--- src/rtl/i2c_word_pkg.sv ---
// Shared types for the I2C word-register target.
// Assumes: used by the bit engine, the top-level protocol FSM and the checker.
package i2c_word_pkg;

    // Protocol level: where the byte stream is within an index/word sequence.
    typedef enum logic [1:0] {
        ST_IDLE  = 2'd0,
        ST_INDEX = 2'd1,
        ST_DATA  = 2'd2
    } proto_st_e;

    // Bit level: what the bit engine is doing on the wire.
    typedef enum logic [2:0] {
        PH_IDLE  = 3'd0,
        PH_RX    = 3'd1,
        PH_ACK   = 3'd2,
        PH_TX    = 3'd3,
        PH_TXACK = 3'd4
    } bit_ph_e;

endpackage

--- src/rtl/i2c_word_bitphy.sv ---
// I2C target bit engine.
// Synchronises SCL/SDA through two flops, detects START/STOP and SCL edges.
// Shifts address/data bytes in, drives ACK, and shifts read bytes out MSB first.
// Assumes: SCL high and low times span several system clocks; no clock stretching.
module i2c_word_bitphy
    import i2c_word_pkg::*;
(
    input  logic       clk,
    input  logic       rst_n,
    input  logic [6:0] own_addr,
    input  logic       scl_in,
    input  logic       sda_in,
    input  logic [7:0] tx_byte,
    input  logic       abort,
    output logic       sda_oe,
    output logic       rx_vld,
    output logic [7:0] rx_byte,
    output logic       tx_take,
    output logic       tx_nack,
    output logic       addr_hit,
    output logic       bus_start,
    output logic       bus_stop
);

    logic [1:0] scl_q, sda_q;
    logic       scl_d, sda_d;
    logic       scl_s, sda_s;
    logic       scl_rise, scl_fall;
    bit_ph_e    phase;
    logic [7:0] shreg;
    logic [3:0] bitcnt;
    logic       is_addr;
    logic       rd_mode;
    logic       nack_q;

    // Two-flop synchronisers plus one delayed copy for edge detection.
    always_ff @(posedge clk) begin
        if (!rst_n) begin
            scl_q <= 2'b11;
            sda_q <= 2'b11;
            scl_d <= 1'b1;
            sda_d <= 1'b1;
        end else begin
            scl_q <= {scl_q[0], scl_in};
            sda_q <= {sda_q[0], sda_in};
            scl_d <= scl_q[1];
            sda_d <= sda_q[1];
        end
    end

    assign scl_s     = scl_q[1];
    assign sda_s     = sda_q[1];
    assign scl_rise  = scl_s & ~scl_d;
    assign scl_fall  = ~scl_s & scl_d;
    assign bus_start = scl_s & scl_d & sda_d & ~sda_s;
    assign bus_stop  = scl_s & scl_d & ~sda_d & sda_s;

    // Bit-level state machine: receive, acknowledge, transmit, sample controller ACK.
    always_ff @(posedge clk) begin
        rx_vld   <= 1'b0;
        tx_take  <= 1'b0;
        tx_nack  <= 1'b0;
        addr_hit <= 1'b0;
        if (!rst_n) begin
            phase   <= PH_IDLE;
            shreg   <= '0;
            bitcnt  <= '0;
            is_addr <= 1'b0;
            rd_mode <= 1'b0;
            nack_q  <= 1'b0;
            sda_oe  <= 1'b0;
            rx_byte <= '0;
        end else if (abort) begin
            phase  <= PH_IDLE;
            sda_oe <= 1'b0;
        end else if (bus_start) begin
            phase   <= PH_RX;
            is_addr <= 1'b1;
            bitcnt  <= '0;
            sda_oe  <= 1'b0;
        end else if (bus_stop) begin
            phase  <= PH_IDLE;
            sda_oe <= 1'b0;
        end else begin
            case (phase)
                PH_RX: begin
                    if (scl_rise) begin
                        shreg  <= {shreg[6:0], sda_s};
                        bitcnt <= bitcnt + 4'd1;
                    end else if (scl_fall && bitcnt == 4'd8) begin
                        bitcnt <= '0;
                        if (is_addr) begin
                            is_addr <= 1'b0;
                            if (shreg[7:1] == own_addr) begin
                                addr_hit <= 1'b1;
                                rd_mode  <= shreg[0];
                                phase    <= PH_ACK;
                                sda_oe   <= 1'b1;
                            end else begin
                                phase <= PH_IDLE;
                            end
                        end else begin
                            rx_vld  <= 1'b1;
                            rx_byte <= shreg;
                            phase   <= PH_ACK;
                            sda_oe  <= 1'b1;
                        end
                    end
                end
                PH_ACK: begin
                    if (scl_fall) begin
                        bitcnt <= '0;
                        if (rd_mode) begin
                            shreg   <= tx_byte;
                            sda_oe  <= ~tx_byte[7];
                            tx_take <= 1'b1;
                            phase   <= PH_TX;
                        end else begin
                            sda_oe <= 1'b0;
                            phase  <= PH_RX;
                        end
                    end
                end
                PH_TX: begin
                    if (scl_fall) begin
                        if (bitcnt == 4'd7) begin
                            sda_oe <= 1'b0;
                            phase  <= PH_TXACK;
                        end else begin
                            shreg  <= {shreg[6:0], 1'b0};
                            sda_oe <= ~shreg[6];
                            bitcnt <= bitcnt + 4'd1;
                        end
                    end
                end
                PH_TXACK: begin
                    if (scl_rise) begin
                        nack_q <= sda_s;
                    end else if (scl_fall) begin
                        bitcnt <= '0;
                        if (nack_q) begin
                            tx_nack <= 1'b1;
                            phase   <= PH_IDLE;
                        end else begin
                            shreg   <= tx_byte;
                            sda_oe  <= ~tx_byte[7];
                            tx_take <= 1'b1;
                            phase   <= PH_TX;
                        end
                    end
                end
                default: ;
            endcase
        end
    end

endmodule

--- src/rtl/i2c_word_regs.sv ---
// Register bank of NUM_REGS 32-bit words.
// One write port and two combinational read ports (I2C transmit and local read-back).
// Assumes: indices at or above NUM_REGS read as zero.
module i2c_word_regs #(
    parameter int NUM_REGS = 8,
    parameter int DW       = 32,
    parameter int IDX_W    = 3
) (
    input  logic             clk,
    input  logic             rst_n,
    input  logic             we,
    input  logic [IDX_W-1:0] waddr,
    input  logic [DW-1:0]    wdata,
    input  logic [IDX_W-1:0] raddr_a,
    output logic [DW-1:0]    rdata_a,
    input  logic [IDX_W-1:0] raddr_b,
    output logic [DW-1:0]    rdata_b
);

    logic [DW-1:0] mem [NUM_REGS];

    for (genvar g = 0; g < NUM_REGS; g++) begin : g_word
        // Storage for one word, cleared by reset.
        always_ff @(posedge clk) begin
            if (!rst_n) begin
                mem[g] <= '0;
            end else if (we && waddr == IDX_W'(g)) begin
                mem[g] <= wdata;
            end
        end
    end

    // Read multiplexers for both ports.
    always_comb begin
        rdata_a = '0;
        rdata_b = '0;
        for (int i = 0; i < NUM_REGS; i++) begin
            if (raddr_a == IDX_W'(i)) rdata_a = mem[i];
            if (raddr_b == IDX_W'(i)) rdata_b = mem[i];
        end
    end

endmodule

--- src/rtl/i2c_word_target.sv ---
// I2C target exposing NUM_REGS 32-bit registers.
// First written byte selects a register; four more bytes form a word, LSB first.
// Reads return the selected word LSB first; a bus stall of TIMEOUT_CYC clocks resets the protocol.
// Assumes: single controller, 7-bit addressing, no clock stretching.
module i2c_word_target
    import i2c_word_pkg::*;
#(
    parameter int  NUM_REGS    = 8,
    parameter int  TIMEOUT_CYC = 100000,
    localparam int IDX_W       = (NUM_REGS > 1) ? $clog2(NUM_REGS) : 1
) (
    input  logic             clk,
    input  logic             rst_n,
    input  logic [6:0]       tgt_addr,
    input  logic             scl_in,
    input  logic             sda_in,
    output logic             sda_oe,
    input  logic [IDX_W-1:0] rb_idx,
    output logic [31:0]      rb_data
);

    localparam int TW = $clog2(TIMEOUT_CYC + 1);

    proto_st_e        st;
    logic [7:0]       reg_idx;
    logic [1:0]       byte_cnt;
    logic [31:0]      acc;
    logic [31:0]      acc_nx;
    logic [IDX_W-1:0] sel;
    logic [31:0]      sel_word;
    logic [7:0]       tx_byte;
    logic             reg_we;
    logic             busy;
    logic [TW-1:0]    tmo_cnt;
    logic             tmo_fire;
    logic             rx_vld, tx_take, tx_nack, addr_hit, bus_start, bus_stop;
    logic [7:0]       rx_byte;

    i2c_word_bitphy u_phy (
        .clk       (clk),
        .rst_n     (rst_n),
        .own_addr  (tgt_addr),
        .scl_in    (scl_in),
        .sda_in    (sda_in),
        .tx_byte   (tx_byte),
        .abort     (tmo_fire),
        .sda_oe    (sda_oe),
        .rx_vld    (rx_vld),
        .rx_byte   (rx_byte),
        .tx_take   (tx_take),
        .tx_nack   (tx_nack),
        .addr_hit  (addr_hit),
        .bus_start (bus_start),
        .bus_stop  (bus_stop)
    );

    i2c_word_regs #(
        .NUM_REGS (NUM_REGS),
        .DW       (32),
        .IDX_W    (IDX_W)
    ) u_regs (
        .clk     (clk),
        .rst_n   (rst_n),
        .we      (reg_we),
        .waddr   (sel),
        .wdata   (acc_nx),
        .raddr_a (sel),
        .rdata_a (sel_word),
        .raddr_b (rb_idx),
        .rdata_b (rb_data)
    );

    assign sel      = IDX_W'(32'(reg_idx) % NUM_REGS);
    assign acc_nx   = acc | (32'(rx_byte) << {byte_cnt, 3'b000});
    assign reg_we   = rx_vld && (st != ST_IDLE) && (byte_cnt == 2'd3) && !tmo_fire;
    assign tx_byte  = (st == ST_IDLE) ? 8'hFF : sel_word[{byte_cnt, 3'b000} +: 8];
    assign tmo_fire = busy && (tmo_cnt == TW'(TIMEOUT_CYC));

    // Bus-busy flag: set by START, cleared by STOP or by a stall timeout.
    always_ff @(posedge clk) begin
        if (!rst_n || tmo_fire) begin
            busy <= 1'b0;
        end else if (bus_start) begin
            busy <= 1'b1;
        end else if (bus_stop) begin
            busy <= 1'b0;
        end
    end

    // Stall counter: restarts on any completed byte, saturates at the limit.
    always_ff @(posedge clk) begin
        if (!rst_n || !busy || bus_start || rx_vld || tx_take || addr_hit) begin
            tmo_cnt <= '0;
        end else if (tmo_cnt != TW'(TIMEOUT_CYC)) begin
            tmo_cnt <= tmo_cnt + TW'(1);
        end
    end

    // Protocol FSM: index capture, word assembly and read byte sequencing.
    always_ff @(posedge clk) begin
        if (!rst_n) begin
            st       <= ST_IDLE;
            reg_idx  <= '0;
            byte_cnt <= '0;
            acc      <= '0;
        end else if (tmo_fire || tx_nack) begin
            st <= ST_IDLE;
        end else if (rx_vld) begin
            if (st == ST_IDLE) begin
                reg_idx  <= rx_byte;
                byte_cnt <= '0;
                acc      <= '0;
                st       <= ST_INDEX;
            end else begin
                acc      <= acc_nx;
                byte_cnt <= byte_cnt + 2'd1;
                st       <= (byte_cnt == 2'd3) ? ST_IDLE : ST_DATA;
            end
        end else if (tx_take && st != ST_IDLE) begin
            byte_cnt <= byte_cnt + 2'd1;
            st       <= (byte_cnt == 2'd3) ? ST_IDLE : ST_DATA;
        end
    end

endmodule

--- config.mk ---
export PLATFORM = sky130hd
export DESIGN_NAME = i2c_word_target
export DESIGN_NICKNAME = d
export VERILOG_FILES = /design/src/rtl/i2c_word_pkg.sv /design/src/rtl/i2c_word_bitphy.sv /design/src/rtl/i2c_word_regs.sv /design/src/rtl/i2c_word_target.sv
export SDC_FILE = /design/constraint.sdc
export NUM_CORES = 1
export LEC_CHECK = 0
export CAP_MARGIN = 25
export CORE_MARGIN = 2
export CORE_UTILIZATION = 45
export CTS_CLUSTER_SIZE = 8
export DETAILED_ROUTE_END_ITERATION = 8
export GPL_TIMING_DRIVEN = 0
export SYNTH_ARGS = -nofsm -noshare
export SYNTH_HDL_FRONTEND = slang
export SYNTH_SLANG_ARGS = --single-unit
--- constraint.sdc ---
create_clock -name clk -period 10.2 [get_ports clk]
set_input_delay 1.53 -clock clk [delete_from_list [all_inputs] [get_ports clk]]
set_output_delay 1.53 -clock clk [all_outputs]
set_load 0.01 [all_outputs]
==> results of run 1 <==
routing by layer:
layer,vias up,part of all wire [%],global-route usage [%]
met5,-,0.055,0
met4,6,7.2,22.69
met3,365,15,12.59
met2,1331,42,53.23
met1,7419,36,45.87
li1,6312,-,-
power breakdown:
group / switching (uW) / internal, uW
Sequential: 20.2 / 1550
Clock: 634 / 913
Combinational: 138 / 80.4
Total: 792 / 2550
through the flow:
| stage | util [%] | total power, uW | worst slack, ns |
|---|---|---|---|
| 3_5_place_dp | 49.29 | 1807 | 3.503 |
| 2_1_floorplan | - | 1698 | 5.533 |
| 5_1_grt | 53.05 | 3397 | 3.166 |
| 4_1_cts | 52.93 | 3330 | 3.449 |
| 6_report | 53.05 | 3339 | 3.026 |
| 3_3_place_gp | 48.34 | 1800 | 2.050 |
layout by cell type (no fill, tap or decap), types with 15 or more instances in the layout:
cell	count
nand3_1	35
nor3_1	16
mux2_2	54
nand2_1	118
mux4_2	34
dfxtp_1	94
nor3_2	30
edfxtp_1	256
o21ai_0	81
clkbuf_1	104
clkdlybuf4s50_1	45
nor2b_1	15
a221oi_1	18
buf_2	38
nand2b_1	23
o22ai_1	23
clkbuf_16	50
a22oi_1	16
o211ai_1	26
a21oi_1	103
nor2_1	356
mux2i_1	61
how the worst min path moves through the flow:
stage	cells past startpoint	to	slack, ns
final	1	u_phy.scl_q[1]	0.41
after global routing	1	u_phy.scl_q[1]	0.45
after CTS	1	u_phy.scl_q[1]	0.42
after detailed placement	1	u_phy.scl_q[1]	0.40
after global placement	1	u_phy.scl_q[1]	0.40
after floorplan	1	u_phy.scl_q[1]	0.39
critical path: stages:
cell and delay (ns):
clkbuf_1 0.42, clkbuf_1 0.86, and3_1 0.28, clkbuf_1 0.87, clkbuf_1 0.79, nand2_1 0.13, nand2_1 0.19, clkdlybuf4s50_1 0.57
flip-flops by register name, indices dropped and copies added, names as in the netlist:
signal / flops
u_phy.is_addr: 1
u_regs.mem: 256
st: 2
u_phy.sda_q: 2
reg_idx: 3
u_phy.sda_d: 1
u_phy.rx_byte: 8
busy: 1
tmo_cnt: 17
u_phy.rx_vld: 1
u_phy.bitcnt: 4
byte_cnt: 2
u_phy.tx_nack: 1
acc: 32
u_phy.rd_mode: 1
u_phy.phase: 3
u_phy.nack_q: 1
u_phy.scl_q: 2
u_phy.sda_oe: 1
u_phy.addr_hit: 1
u_phy.scl_d: 1
u_phy.shreg: 8
u_phy.tx_take: 1
kinds of logic after synthesis:
group                      count (synthesis)  share of synthesized area [%]
adders and majority gates                  5                         0.3558
buffers and inverters                    136                          3.344
muxes                                    149                          11.29
and+or+nand+nor                          653                          17.25
DFF                                      350                          54.42
xor gates and xnor gates                  21                          1.046
AOI/OAI and AO/OA                        344                          12.30
cell type report:
| cell class | instances | area, um2 | area share, % |
|---|---|---|---|
| timing repair buffer | 63 | 778.2 | 3.796 |
| tap | 518 | 648.1 | 3.161 |
| inverter | 14 | 52.55 | 0.2563 |
| sequential | 350 | 9569 | 46.67 |
| buffer | 122 | 535.5 | 2.612 |
| clock buffer | 85 | 1393 | 6.792 |
| clock inverter | 1 | 16.27 | 0.07934 |
| multi-input combinational | 1172 | 7510 | 36.63 |
==> run summary, run 1 <==
RUN STATUS
---------------------------------------------------------------------------------
Result of the run                                                       completed

SYNTHESIS
---------------------------------------------------------------------------------
Fraction of registers with async set/reset                                     0%
Count of mapped cells out of synthesis                                      1,658
Number of flops mapped to enable cells by yosys                               256
Yosys warning count                                                             0
Mapped cell area                                                       17,580 um2
Biggest area contributors in the synthesized netlist                 edfxtp_1 44%, dfxtp_1 11%, nor2_1 7.6%
Synth Register Bits                                                           350
Netlist cell types                                                             69
Most used flip-flop cell after synthesis                                 edfxtp_1
Commonest cells in the netlist                                       356 x nor2_1, 256 x edfxtp_1, 119 x nand2_1, 103 x a21oi_1, 94 x dfxtp_1
Area share of the leading cell type in the synthesized netlist             43.72%
Net Count, Synth                                                            1,677
Sequential-to-total area share from yosys stat                             54.42%
Mean area per synthesized cell                                          10.61 um2
Top-count cell post-synth                                                  nor2_1
Library cell occupying the most area in the post-synthesis netlist       edfxtp_1

FLOORPLAN
---------------------------------------------------------------------------------
Number of top-level pins                                                       47
Std cell rows                                                                  72
DIE HEIGHT                                                               201.7 um
Initial Utilization                                                        45.50%
Horizontal die dimension                                                 201.7 um
Area of the die                                                        40,670 um2
Core footprint                                                         38,650 um2

FINISH
---------------------------------------------------------------------------------
Non-filler instance count after layout                                      2,325
Cell area after layout                                                 20,500 um2
FILL cells                                                                  3,466
Number of diodes                                                                0
Fraction of layout cells with a size suffix above 1                        13.67%
Area Growth Syn to Fin                                                     16.59%
Final Net Count                                                             1,791

CRITICAL PATH
---------------------------------------------------------------------------------
Endpoint type of the worst setup path                                 output port
Critical Path Fanout Max                                                       10
CP startpoint kind                                                   primary input
Reg2Reg Depth                                                                   7
Destination of the worst register-to-register timing path            u_phy.shreg[6]
CP Data Arrival Time                                                      5.64 ns
Startpoint of the worst setup timing path                               rb_idx[0]
Startpoint of the worst-slack reg-to-reg timing path                   reg_idx[0]
FF-to-FF setup slack                                                      5.79 ns
Critical path required time                                               8.67 ns
Timing endpoint of the critical path                                   rb_data[4]
Critical Setup Path Class                                            primary input to output port

CLOCK NETWORK
---------------------------------------------------------------------------------
Hold Buf Count CTS                                                              0
# Post-CTS Setup Buffers                                                        0
Clock buffers created by TritonCTS                                             49
Clock slew at reported path FFs                                           0.05 ns
CTS tree                                                                      yes
Number of gates resized after CTS                                               0
Clock root cell                                                         clkbuf_16
Clock sink total                                                              350
Count of H-tree levels built during CTS                                         2
Max Root-Sink Buffers                                                           3
Later-pin clock latency in the skew report                                0.61 ns

DETAILED ROUTING
---------------------------------------------------------------------------------
Via count of the routed design                                             15,430
DRC violations left                                                             0
Number of nets with antenna violations after routing                            0
Total routed wirelength                                                  73.96 mm
Post-DR vias/cell                                                           6.638
First-pass iteration count of the detailed router                               6
Average detailed-routed wire length per instance                         31.81 um
Violation count after the first detailed-routing iteration                  2,520

TIMING
---------------------------------------------------------------------------------
Number of max-slew violations in the final report                               0
Final Hold Viols                                                                0
Post-Route Hold Slack                                                   0.4105 ns
Final sum of negative setup slack                                            0 ns
Clock Skews                                                            0.04738 ns
Period Utilization, post-route                                             70.34%
Highest achievable clock rate                                           139.4 MHz
Transition time of the tightest slew-check pin                           1.212 ns
Unrepaired setup endpoints after global routing                             false
Count of endpoints failing setup in the final report                            0
Shortest clock period the worst path allows after layout                 7.174 ns
Worst-case headroom to the max-slew limit                                  19.17%

PLACED DESIGN
---------------------------------------------------------------------------------
Dpl cell area                                                          19,050 um2
Cell total after placement                                                  2,236
Routability Congestion                                                      1.018
Detail Placement HPWL                                                    48.58 mm
Count of port buffers added during placement                                   45

POWER AND IR DROP
---------------------------------------------------------------------------------
Power per cell area                                                  162.9 nW/um2
Leakage power summed over all cells                                   0.006665 uW
Peak ir drop on the vdd network                                       0.0001025 V

GRT
---------------------------------------------------------------------------------
Number of global-route vias before repair                                  14,880
Largest net degree at the start of global routing                              21
GRT Util Overall                                                           36.25%
GRT overflow                                                                    0
Antenna violations before repair                                                3
Wire length of the first global-routing pass                             104.4 mm

JOB
---------------------------------------------------------------------------------
Number of maximum-capacitance constraint violations                             0

MIN PATH
---------------------------------------------------------------------------------
Worst hold path class                                                flip-flop to flip-flop
Launch instance of the worst min-delay path                          u_phy.scl_q[0]

Power figures use the tool's default switching activity.
==> run 2, diff against run 1 <==
==> constraint.sdc (replaced) <==
create_clock -name clk -period 6.6 [get_ports clk]
set_input_delay 0.99 -clock clk [delete_from_list [all_inputs] [get_ports clk]]
set_output_delay 0.99 -clock clk [all_outputs]
set_load 0.01 [all_outputs]
==> results of run 2 <==
Same layout as run 1 (identical final DEF). Status: completed.
Among the figures that moved: setup slack after placement 3.503 ns -> 0.9827 ns; setup slack after layout 3.026 ns -> 0.5055 ns; register-to-register setup slack 5.79 ns -> 2.19 ns; total power 3339 uW -> 5161 uW; worst IR drop on VDD 0.0001025 V -> 0.0001584 V
